`config.mk`:
```
export PLATFORM = sky130hd
export DESIGN_NAME = adc_seq_top
export DESIGN_NICKNAME = d
export VERILOG_FILES = /design/src/rtl/adc_seq_pkg.sv /design/src/rtl/adc_seq_ctrl.sv /design/src/rtl/adc_seq_dp.sv /design/src/rtl/adc_seq_top.sv
export SDC_FILE = /design/constraint.sdc
export NUM_CORES = 1
export LEC_CHECK = 0
export BUFFER_PORTS_ARGS = -buffer_cell sky130_fd_sc_hd__clkbuf_2
export CORE_AREA = 2 2 69 71
export CTS_CLUSTER_SIZE = 25
export DETAILED_ROUTE_END_ITERATION = 10
export DIE_AREA = 0 0 71 73
export GPL_TIMING_DRIVEN = 0
export PLACE_DENSITY = 0.78
export SKIP_LAST_GASP = 1
export SLEW_MARGIN = 20
export SYNTH_ARGS = -nofsm -noshare
export SYNTH_HDL_FRONTEND = slang
export SYNTH_SLANG_ARGS = --single-unit
```
`constraint.sdc`:
```
create_clock -name clk -period 2.2 [get_ports clk]
set_input_delay 0.44 -clock clk [delete_from_list [all_inputs] [get_ports clk]]
set_output_delay 0.44 -clock clk [all_outputs]
set_load 0.005 [all_outputs]
```
`src/rtl/adc_seq_pkg.sv`:
```
package adc_seq_pkg;

  localparam int DATA_W = 8;
  localparam int ADDR_W = 2;
  localparam int CH_W   = 4;

  localparam logic [ADDR_W-1:0] ADR_CTLA = 2'd0;
  localparam logic [ADDR_W-1:0] ADR_CTLB = 2'd1;
  localparam logic [ADDR_W-1:0] ADR_HI   = 2'd2;
  localparam logic [ADDR_W-1:0] ADR_LO   = 2'd3;

  localparam int BIT_START  = 0;
  localparam int BIT_MODE   = 1;
  localparam int BIT_REFOUT = 2;
  localparam int BIT_REFLO  = 3;
  localparam int CH_LSB     = 4;
  localparam int BIT_REFHI  = 0;

  typedef enum logic [1:0] {
    PH_DOWN = 2'd0,
    PH_WAKE = 2'd1,
    PH_IDLE = 2'd2,
    PH_CONV = 2'd3
  } phase_e;

  typedef struct packed {
    logic latchChan;
    logic loadResult;
  } seqStrobe_t;

endpackage

```
`src/rtl/adc_seq_ctrl.sv`:
```
module adc_seq_ctrl
  import adc_seq_pkg::*;
#(
  parameter int IDLE_LIMIT  = 160,
  parameter int WAKE_CYCLES = 40,
  parameter int CONV_CYCLES = 5129
) (
  input  logic       clk,
  input  logic       rstN,
  input  logic       startReq,
  output seqStrobe_t strobes,
  output logic       busy,
  output logic       powerEn,
  output logic       sampleStrobe
);

  localparam int PH_MAX = (CONV_CYCLES > WAKE_CYCLES) ? CONV_CYCLES : WAKE_CYCLES;
  localparam int PH_W   = $clog2(PH_MAX + 1);
  localparam int IDLE_W = $clog2(IDLE_LIMIT + 1);
  localparam logic [PH_W-1:0]   CONV_LAST = PH_W'(CONV_CYCLES - 1);
  localparam logic [PH_W-1:0]   WAKE_LAST = PH_W'(WAKE_CYCLES - 1);
  localparam logic [IDLE_W-1:0] IDLE_LAST = IDLE_W'(IDLE_LIMIT - 1);

  phase_e            phase;
  logic [PH_W-1:0]   phaseCnt;
  logic [IDLE_W-1:0] idleCnt;
  logic              convDone;
  logic              wakeDone;
  logic              acceptReq;

  always_comb begin
    convDone  = (phase == PH_CONV) && (phaseCnt == CONV_LAST);
    wakeDone  = (phase == PH_WAKE) && (phaseCnt == WAKE_LAST);
    acceptReq = startReq && ((phase == PH_DOWN) || (phase == PH_IDLE));
  end

  always_ff @(posedge clk or negedge rstN) begin
    if (!rstN) begin
      phase    <= PH_DOWN;
      phaseCnt <= '0;
      idleCnt  <= '0;
    end else begin
      unique case (phase)
        PH_DOWN: begin
          if (startReq) begin
            phase    <= PH_WAKE;
            phaseCnt <= '0;
          end
        end
        PH_WAKE: begin
          if (wakeDone) begin
            phase    <= PH_CONV;
            phaseCnt <= '0;
          end else begin
            phaseCnt <= phaseCnt + 1'b1;
          end
        end
        PH_IDLE: begin
          if (startReq) begin
            phase    <= PH_CONV;
            phaseCnt <= '0;
          end else if (idleCnt == IDLE_LAST) begin
            phase   <= PH_DOWN;
            idleCnt <= '0;
          end else begin
            idleCnt <= idleCnt + 1'b1;
          end
        end
        PH_CONV: begin
          if (convDone) begin
            phase   <= PH_IDLE;
            idleCnt <= '0;
          end else begin
            phaseCnt <= phaseCnt + 1'b1;
          end
        end
        default: phase <= PH_DOWN;
      endcase
    end
  end

  always_comb begin
    busy               = (phase == PH_WAKE) || (phase == PH_CONV);
    powerEn            = (phase != PH_DOWN);
    sampleStrobe       = convDone;
    strobes.latchChan  = acceptReq;
    strobes.loadResult = convDone;
  end

endmodule

```
`src/rtl/adc_seq_dp.sv`:
```
module adc_seq_dp
  import adc_seq_pkg::*;
#(
  parameter int RES_W = 11
) (
  input  logic              clk,
  input  logic              rstN,
  input  logic              wrEn,
  input  logic [ADDR_W-1:0] wrAddr,
  input  logic [DATA_W-1:0] wrData,
  input  logic [ADDR_W-1:0] rdAddr,
  output logic [DATA_W-1:0] rdData,
  input  logic [RES_W-1:0]  sampleIn,
  input  seqStrobe_t        strobes,
  input  logic              busy,
  output logic              startReq,
  output logic [CH_W-1:0]   chanSel,
  output logic              refDrive,
  output logic [DATA_W-1:0] dataHi,
  output logic [DATA_W-1:0] dataLo
);

  localparam int LO_BITS = RES_W - DATA_W;
  localparam int LO_PAD  = DATA_W - LO_BITS;

  logic [CH_W-1:0]    chanField;
  logic               modeBit;
  logic               refOutReq;
  logic               refSelLo;
  logic               refSelHi;
  logic [DATA_W-1:0]  resHi;
  logic [LO_BITS-1:0] resLo;
  logic               wrCtlA;
  logic               wrCtlB;

  always_comb begin
    wrCtlA   = wrEn && (wrAddr == ADR_CTLA);
    wrCtlB   = wrEn && (wrAddr == ADR_CTLB);
    startReq = wrCtlA && wrData[BIT_START];
  end

  always_ff @(posedge clk or negedge rstN) begin
    if (!rstN) begin
      chanField <= '0;
      modeBit   <= 1'b0;
      refOutReq <= 1'b0;
      refSelLo  <= 1'b0;
      refSelHi  <= 1'b0;
    end else begin
      if (wrCtlA) begin
        chanField <= wrData[CH_LSB +: CH_W];
        modeBit   <= wrData[BIT_MODE];
        refOutReq <= wrData[BIT_REFOUT];
        refSelLo  <= wrData[BIT_REFLO];
      end
      if (wrCtlB) begin
        refSelHi <= wrData[BIT_REFHI];
      end
    end
  end

  always_ff @(posedge clk or negedge rstN) begin
    if (!rstN) begin
      chanSel <= '0;
    end else if (strobes.latchChan) begin
      chanSel <= wrData[CH_LSB +: CH_W];
    end
  end

  always_ff @(posedge clk or negedge rstN) begin
    if (!rstN) begin
      resHi <= '0;
      resLo <= '0;
    end else if (strobes.loadResult) begin
      resHi <= sampleIn[RES_W-1 -: DATA_W];
      resLo <= sampleIn[LO_BITS-1:0];
    end
  end

  always_comb begin
    refDrive = refOutReq && (refSelHi || refSelLo);
    dataHi   = resHi;
    dataLo   = {resLo, {LO_PAD{1'b0}}};
  end

  always_comb begin
    unique case (rdAddr)
      ADR_CTLA: rdData = {chanField, refSelLo, refOutReq, modeBit, busy};
      ADR_CTLB: rdData = {{(DATA_W-1){1'b0}}, refSelHi};
      ADR_HI:   rdData = dataHi;
      default:  rdData = dataLo;
    endcase
  end

endmodule

```
`src/rtl/adc_seq_top.sv`:
```
module adc_seq_top
  import adc_seq_pkg::*;
#(
  parameter int IDLE_LIMIT  = 160,
  parameter int WAKE_CYCLES = 40,
  parameter int CONV_CYCLES = 5129,
  parameter int RES_W       = 11
) (
  input  logic              clk,
  input  logic              rstN,
  input  logic              wrEn,
  input  logic [1:0]        wrAddr,
  input  logic [7:0]        wrData,
  input  logic [1:0]        rdAddr,
  output logic [7:0]        rdData,
  input  logic [RES_W-1:0]  sampleIn,
  output logic              sampleStrobe,
  output logic [3:0]        chanSel,
  output logic              powerEn,
  output logic              refDrive
);

  seqStrobe_t        strobes;
  logic              busy;
  logic              startReq;
  logic [DATA_W-1:0] dataHi;
  logic [DATA_W-1:0] dataLo;

  adc_seq_ctrl #(
    .IDLE_LIMIT (IDLE_LIMIT),
    .WAKE_CYCLES(WAKE_CYCLES),
    .CONV_CYCLES(CONV_CYCLES)
  ) u_ctrl (
    .clk         (clk),
    .rstN        (rstN),
    .startReq    (startReq),
    .strobes     (strobes),
    .busy        (busy),
    .powerEn     (powerEn),
    .sampleStrobe(sampleStrobe)
  );

  adc_seq_dp #(
    .RES_W(RES_W)
  ) u_dp (
    .clk     (clk),
    .rstN    (rstN),
    .wrEn    (wrEn),
    .wrAddr  (wrAddr),
    .wrData  (wrData),
    .rdAddr  (rdAddr),
    .rdData  (rdData),
    .sampleIn(sampleIn),
    .strobes (strobes),
    .busy    (busy),
    .startReq(startReq),
    .chanSel (chanSel),
    .refDrive(refDrive),
    .dataHi  (dataHi),
    .dataLo  (dataLo)
  );

endmodule

```
# Word-level counts from Yosys, hierarchy flattened
# Index checks and enable logic that the tools add are counted.
# totals
register_bits	46
latch_bits	0
ram_bits	0
romBits	0
in_bits	26
out_inout_bits	15
wordCells	63
mem_count	0
# op_classes
addsub	2
mul	0
div	0
magnitude_cmp	0
n_eq_ne	16
shift	0
muxes	15
n_bitwise	0
reduce_logical	19
# ops
op	count
$mux 13	3
$pmux 13 s3	1
$mux 8	3
$pmux 8 s3	1
$pmux 8 s2	1
$add 13x1->13 const B	1
$eq 13x13->1 const B	1
$eq 13x6->1 const B	1
$mux 2	5
$add 8x1->8 const B	1
$eq 8x8->1 const B	1
$pmux 2 s4	1
$logic_and 1x1->1	7
$eq 2x1->1 const B	3
$eq 2x2->1 const B	3
$logic_not 2->1	3
$ne 2x1->1 const B	3
$ne 2x2->1 const B	3
$reduce_and 4->1	1
$reduce_bool 2->1	2
$logic_or 1x1->1	3
$ne 3x2->1 const B	1
$reduce_and 3->1	1
$reduce_and 2->1	1
$reduce_or 2->1	1

# Depth between registers and ports, before layout
# depth
ltp_word	5
ltp_mapped	8
mapped_depth_nobuf	7

# Hierarchy
# From an unflattened synthesis, not the netlist that was laid out.
# hier_totals
cells_unflattened	235
area_unflattened_um2	2541.2
# by_module_without_submodules
mod	n_inst	cells_per_inst	area_each_um2	seq_area_each_um2
adc_seq_ctrl	1	156	1470.2	575.6
adc_seq_dp	1	79	1071.0	575.6

# Worst setup path before layout
# Ideal clock, no wire load.
# synth_path
kind	input port to output port
startpoint	input port rdAddr[0]
endpoint	output port rdData[5]
t_arrival_ns	1.317
required_time_ns	1.760
setup_slack_ns	0.443
path_stages	3
path_buffers	1
cell_sequence	clkbuf_1 > mux2_2 > a22o_1
# synth_via
elab_chain_len	2
elab_cells_between_ends	4
cone_classes	2 x eq/ne; 1 x mux; 1 x reduce/logical
# synth_lines
element	line_no	source
start: declaration	adc_seq_top.sv:14	input logic [1:0] rdAddr,
$eq 2x2->1 (tied with other cells)	adc_seq_dp.sv:87	unique case (rdAddr)
$pmux 8 s3 (*)	adc_seq_dp.sv:87	
end: declaration	adc_seq_top.sv:15	output logic [7:0] rdData,
# Every way passes the cells marked *; elsewhere a longest branch is shown, timed or not.

# Worst setup path in the final report
# layout_path
startpoint	register u_ctrl.phaseCnt[1]
endpoint	output port sampleStrobe
# layout_via
elab_chain_len	2
# layout_lines
element	line_no	source
start: declaration	adc_seq_ctrl.sv:25	logic [PH_W-1:0] phaseCnt;
start signal: assignment	adc_seq_ctrl.sv:55	phaseCnt <= phaseCnt + 1'b1;
start signal: assignment	adc_seq_ctrl.sv:74	phaseCnt <= phaseCnt + 1'b1;
$eq 13x13->1	adc_seq_ctrl.sv:32	convDone = (phase == PH_CONV) && (phaseCnt == CONV_LAST);
$logic_and 1x1->1	adc_seq_ctrl.sv:32	
end: declaration	adc_seq_top.sv:17	output logic sampleStrobe,
# No other way between the ends.

==> impl_metrics.yaml <==
timing:
  fin_tns_setup_ns: 0
  fin_crit_sh: 0.9839
  hold_violations: 0
  period_minus_slack_ns: 2.165
  max_freq_ghz: 0.4620
  relSlewSlack: 0.5864
  skew_ns: 0.01127
  setup_viol: 0
  finalMaxSlewViolations: 0
  worstMarginPinSlew_ns: 0.6204
  grt_setup_unrepaired: "true"
  setup_ws_ns: 0.03539
drt:
  drc: 0
  vias: 1896
  vias_per_cell: 5.907
  drtIter0Drc: 102
  routed_wl_um: 5049
  ant_nets: 0
  wl_per_cell_um: 15.73
  first_pass_iters: 5
cells_and_area:
  layout-drive-gt1-share: 0.3221
  area_delta_synth_final_pct: 17.94
  final_cells: 321
  antenna_cells: 0
  fin_nets: 295
  final_area_um2: 2821
place:
  dp_slack_ns: 0.06481
  place_congestion: 0.8661
  dpl-instance-area_um2: 2653
  hpwl_um: 3558
  numPortBuffers: 38
  dp.cells: 310
cts:
  ctsHoldBuffers: 0
  clkTransAtPathRegs_ns: 0.09
  clockRootBuffer: "clkbuf_8"
  clkLatencyLatePin_ns: 0.30
  htreeDepth: 2
  numCtsBuffers: 5
  clkSinkCount: 46
  cts_tree: "built"
  cts.path.max_buffers: 2
logic_synthesis:
  yosys.cell_types.count: 48
  async_flop_share: 1.000
  synth.cell_area_um2: 2392
  avgSynthCellArea_um2: 10.97
  yosysWarnings: 0
  syn_inst: 218
  synth.cells.most_frequent: "46 x dfrtp_1, 26 x mux2_2, 13 x nor2_1"
  synth_flop_cell: "dfrtp_1"
  ys_ff_latch: 46
  yosysMostFrequentCell: "dfrtp_1"
  yosysTopAreaCellShare: 0.4812
  yosysTopAreaCell: "dfrtp_1"
  syn_nets: 247
  synth_edf_count: 0
  synthTopCellsByArea: "dfrtp_1 48%, mux2_2 12%, mux2i_1 2.9%, nand3_1 2.3%, o211ai_1 2.2%"
  ys_seq_area_frac: 0.4812
critical_path:
  crit_path_max_incr_delay_ns: 0.43
  cp_cell_sequence: "inv_1 -> ha_1 -> and4_1 -> nand4_1 -> clkinv_2 -> buf_4 -> clkbuf_2"
  startpoint: "u_ctrl.phaseCnt[1]"
  crit_required_ns: 1.76
  worstSetupEndpointType: "primary output"
  reg2reg_from: "u_ctrl.phaseCnt[1]"
  crit_type: "flop to primary output"
  start_kind: "flop"
  slowest_stage: "dfrtp_1"
  worst-path-max-fanout: 10
  arrival_ns: 1.72
power_and_ir_drop:
  power_leakage_nw: 1.357
  p_per_area_nw_per_um2: 775.5
  ir_worst_vdd_mv: 0.6276
  power.total_w: 0.002188
floorplanning:
  row_count: 25
  start_util: 0.5274
  core_area_um2: 4536
  die_area_um2: 5183
  ios: 41
  die_width_um: 71
  fp.dieH_um: 73
global_routing:
  grt.overflow.total: 0
  antenna_found_initial: 0
  grt_max_degree: 47
  grt_pass1_wl_um: 8521
  grt_usage: 0.2092
  grt_pass1_vias: 1850
min_path:
  hold_class: "primary input to asynchronous set/reset pin"
outcome:
  status: "finished, final reports clean"
flow_run:
  cap_violations: 0
flip-flops by register name, indices dropped and copies added (netlist names):
register / cells
u_ctrl.idleCnt: 8
u_ctrl.phase: 2
u_ctrl.phaseCnt: 13
u_dp.chanField: 4
u_dp.chanSel: 4
u_dp.dataHi: 8
u_dp.modeBit: 1
u_dp.refOutReq: 1
u_dp.refSelHi: 1
u_dp.refSelLo: 1
u_dp.resLo: 3
final timing paths:
kind	depth (start not counted)	to	slack, ns
max	7	sampleStrobe	0.04
max reg2reg	8	u_ctrl.phaseCnt[2]	0.22
min	1	u_ctrl.phaseCnt[8]	0.15
max in group asynchronous	1	u_dp.dataHi[0]	1.61
min reg2reg	1	u_dp.dataHi[7]	0.51
min in group clk	2	u_dp.resLo[2]	0.36
layout make-up:
cell class,count,area (µm²)
fill,342,1714
timing repair buffer,41,215.2
buffer,10,52.55
inverter,7,27.53
clock buffer,5,68.82
multi-input combinational,155,1170
sequential,46,1151
tap,54,67.56
clock inverter,3,68.82
cell families after synthesis:
| group | synth area share |
|---|---|
| AND/OR/NAND/NOR | 0.1668 |
| flip-flops | 0.4812 |
| AO/OA/AOI/OAI | 0.1266 |
| multiplexers | 0.1517 |
| buffers and inverters | 0.03242 |
| XOR/XNOR | 0.02563 |
| adder cells (fa/ha/maj) | 0.01569 |
layout by cell type, fill, tap and decap left out, types with 6 or more instances in the layout:
cell	n
mux2i_1	7
o21ai_0	9
clkbuf_2	38
xor2_1	6
dfrtp_1	46
nand3_1	11
o211ai_1	7
nand2_1	8
mux2_2	26
inv_1	6
a21oi_1	8
nor2_1	13
critical path: cells and delay by family (launching register included):
kind	cells	cell delay [ns]
adders and majority gates	1	0.15
buffers and inverters	4	0.49
DFF	1	0.43
and+or+nand+nor	2	0.36
metrics by stage:
stage	util	hold slack (ns)
after floorplan	-	0.1444
after global placement	0.5843	0.4838
after detailed placement	0.5848	0.4931
after CTS	0.6188	0.1826
after global routing	0.6221	0.2191
final	0.6221	0.1521
routing by layer:
| metal | track usage | vias to the layer above | share of wire | routed length [µm] |
|---|---|---|---|---|
| li1 | - | 921 | - | - |
| met1 | 0.2707 | 910 | 0.45 | 2276 |
| met2 | 0.3510 | 59 | 0.48 | 2447 |
| met3 | 0.05387 | 6 | 0.053 | 267 |
| met4 | 0.05870 | 0 | 0.011 | 58 |
| met5 | 0 | - | 0 | 0 |
power breakdown:
group	total [W]	switching, W	leakage (nW)	internal, W
logic	0.000394	0.000188	0.720	0.000205
clock network	0.000755	0.000300	0.0683	0.000455
registers	0.00104	0.0000853	0.569	0.000954
what timing repair did:
item | 4_1_cts | 5_1_grt
endpoints found under the hold margin | 0 | 0
gates cloned | 0 | 0
resized for setup | 1 | 2
setup endpoints to repair | 1 | 2
pin swaps | 1 | 0
buffers inserted | 2 | 1
Note: power is estimated with default switching activity, not from simulation.
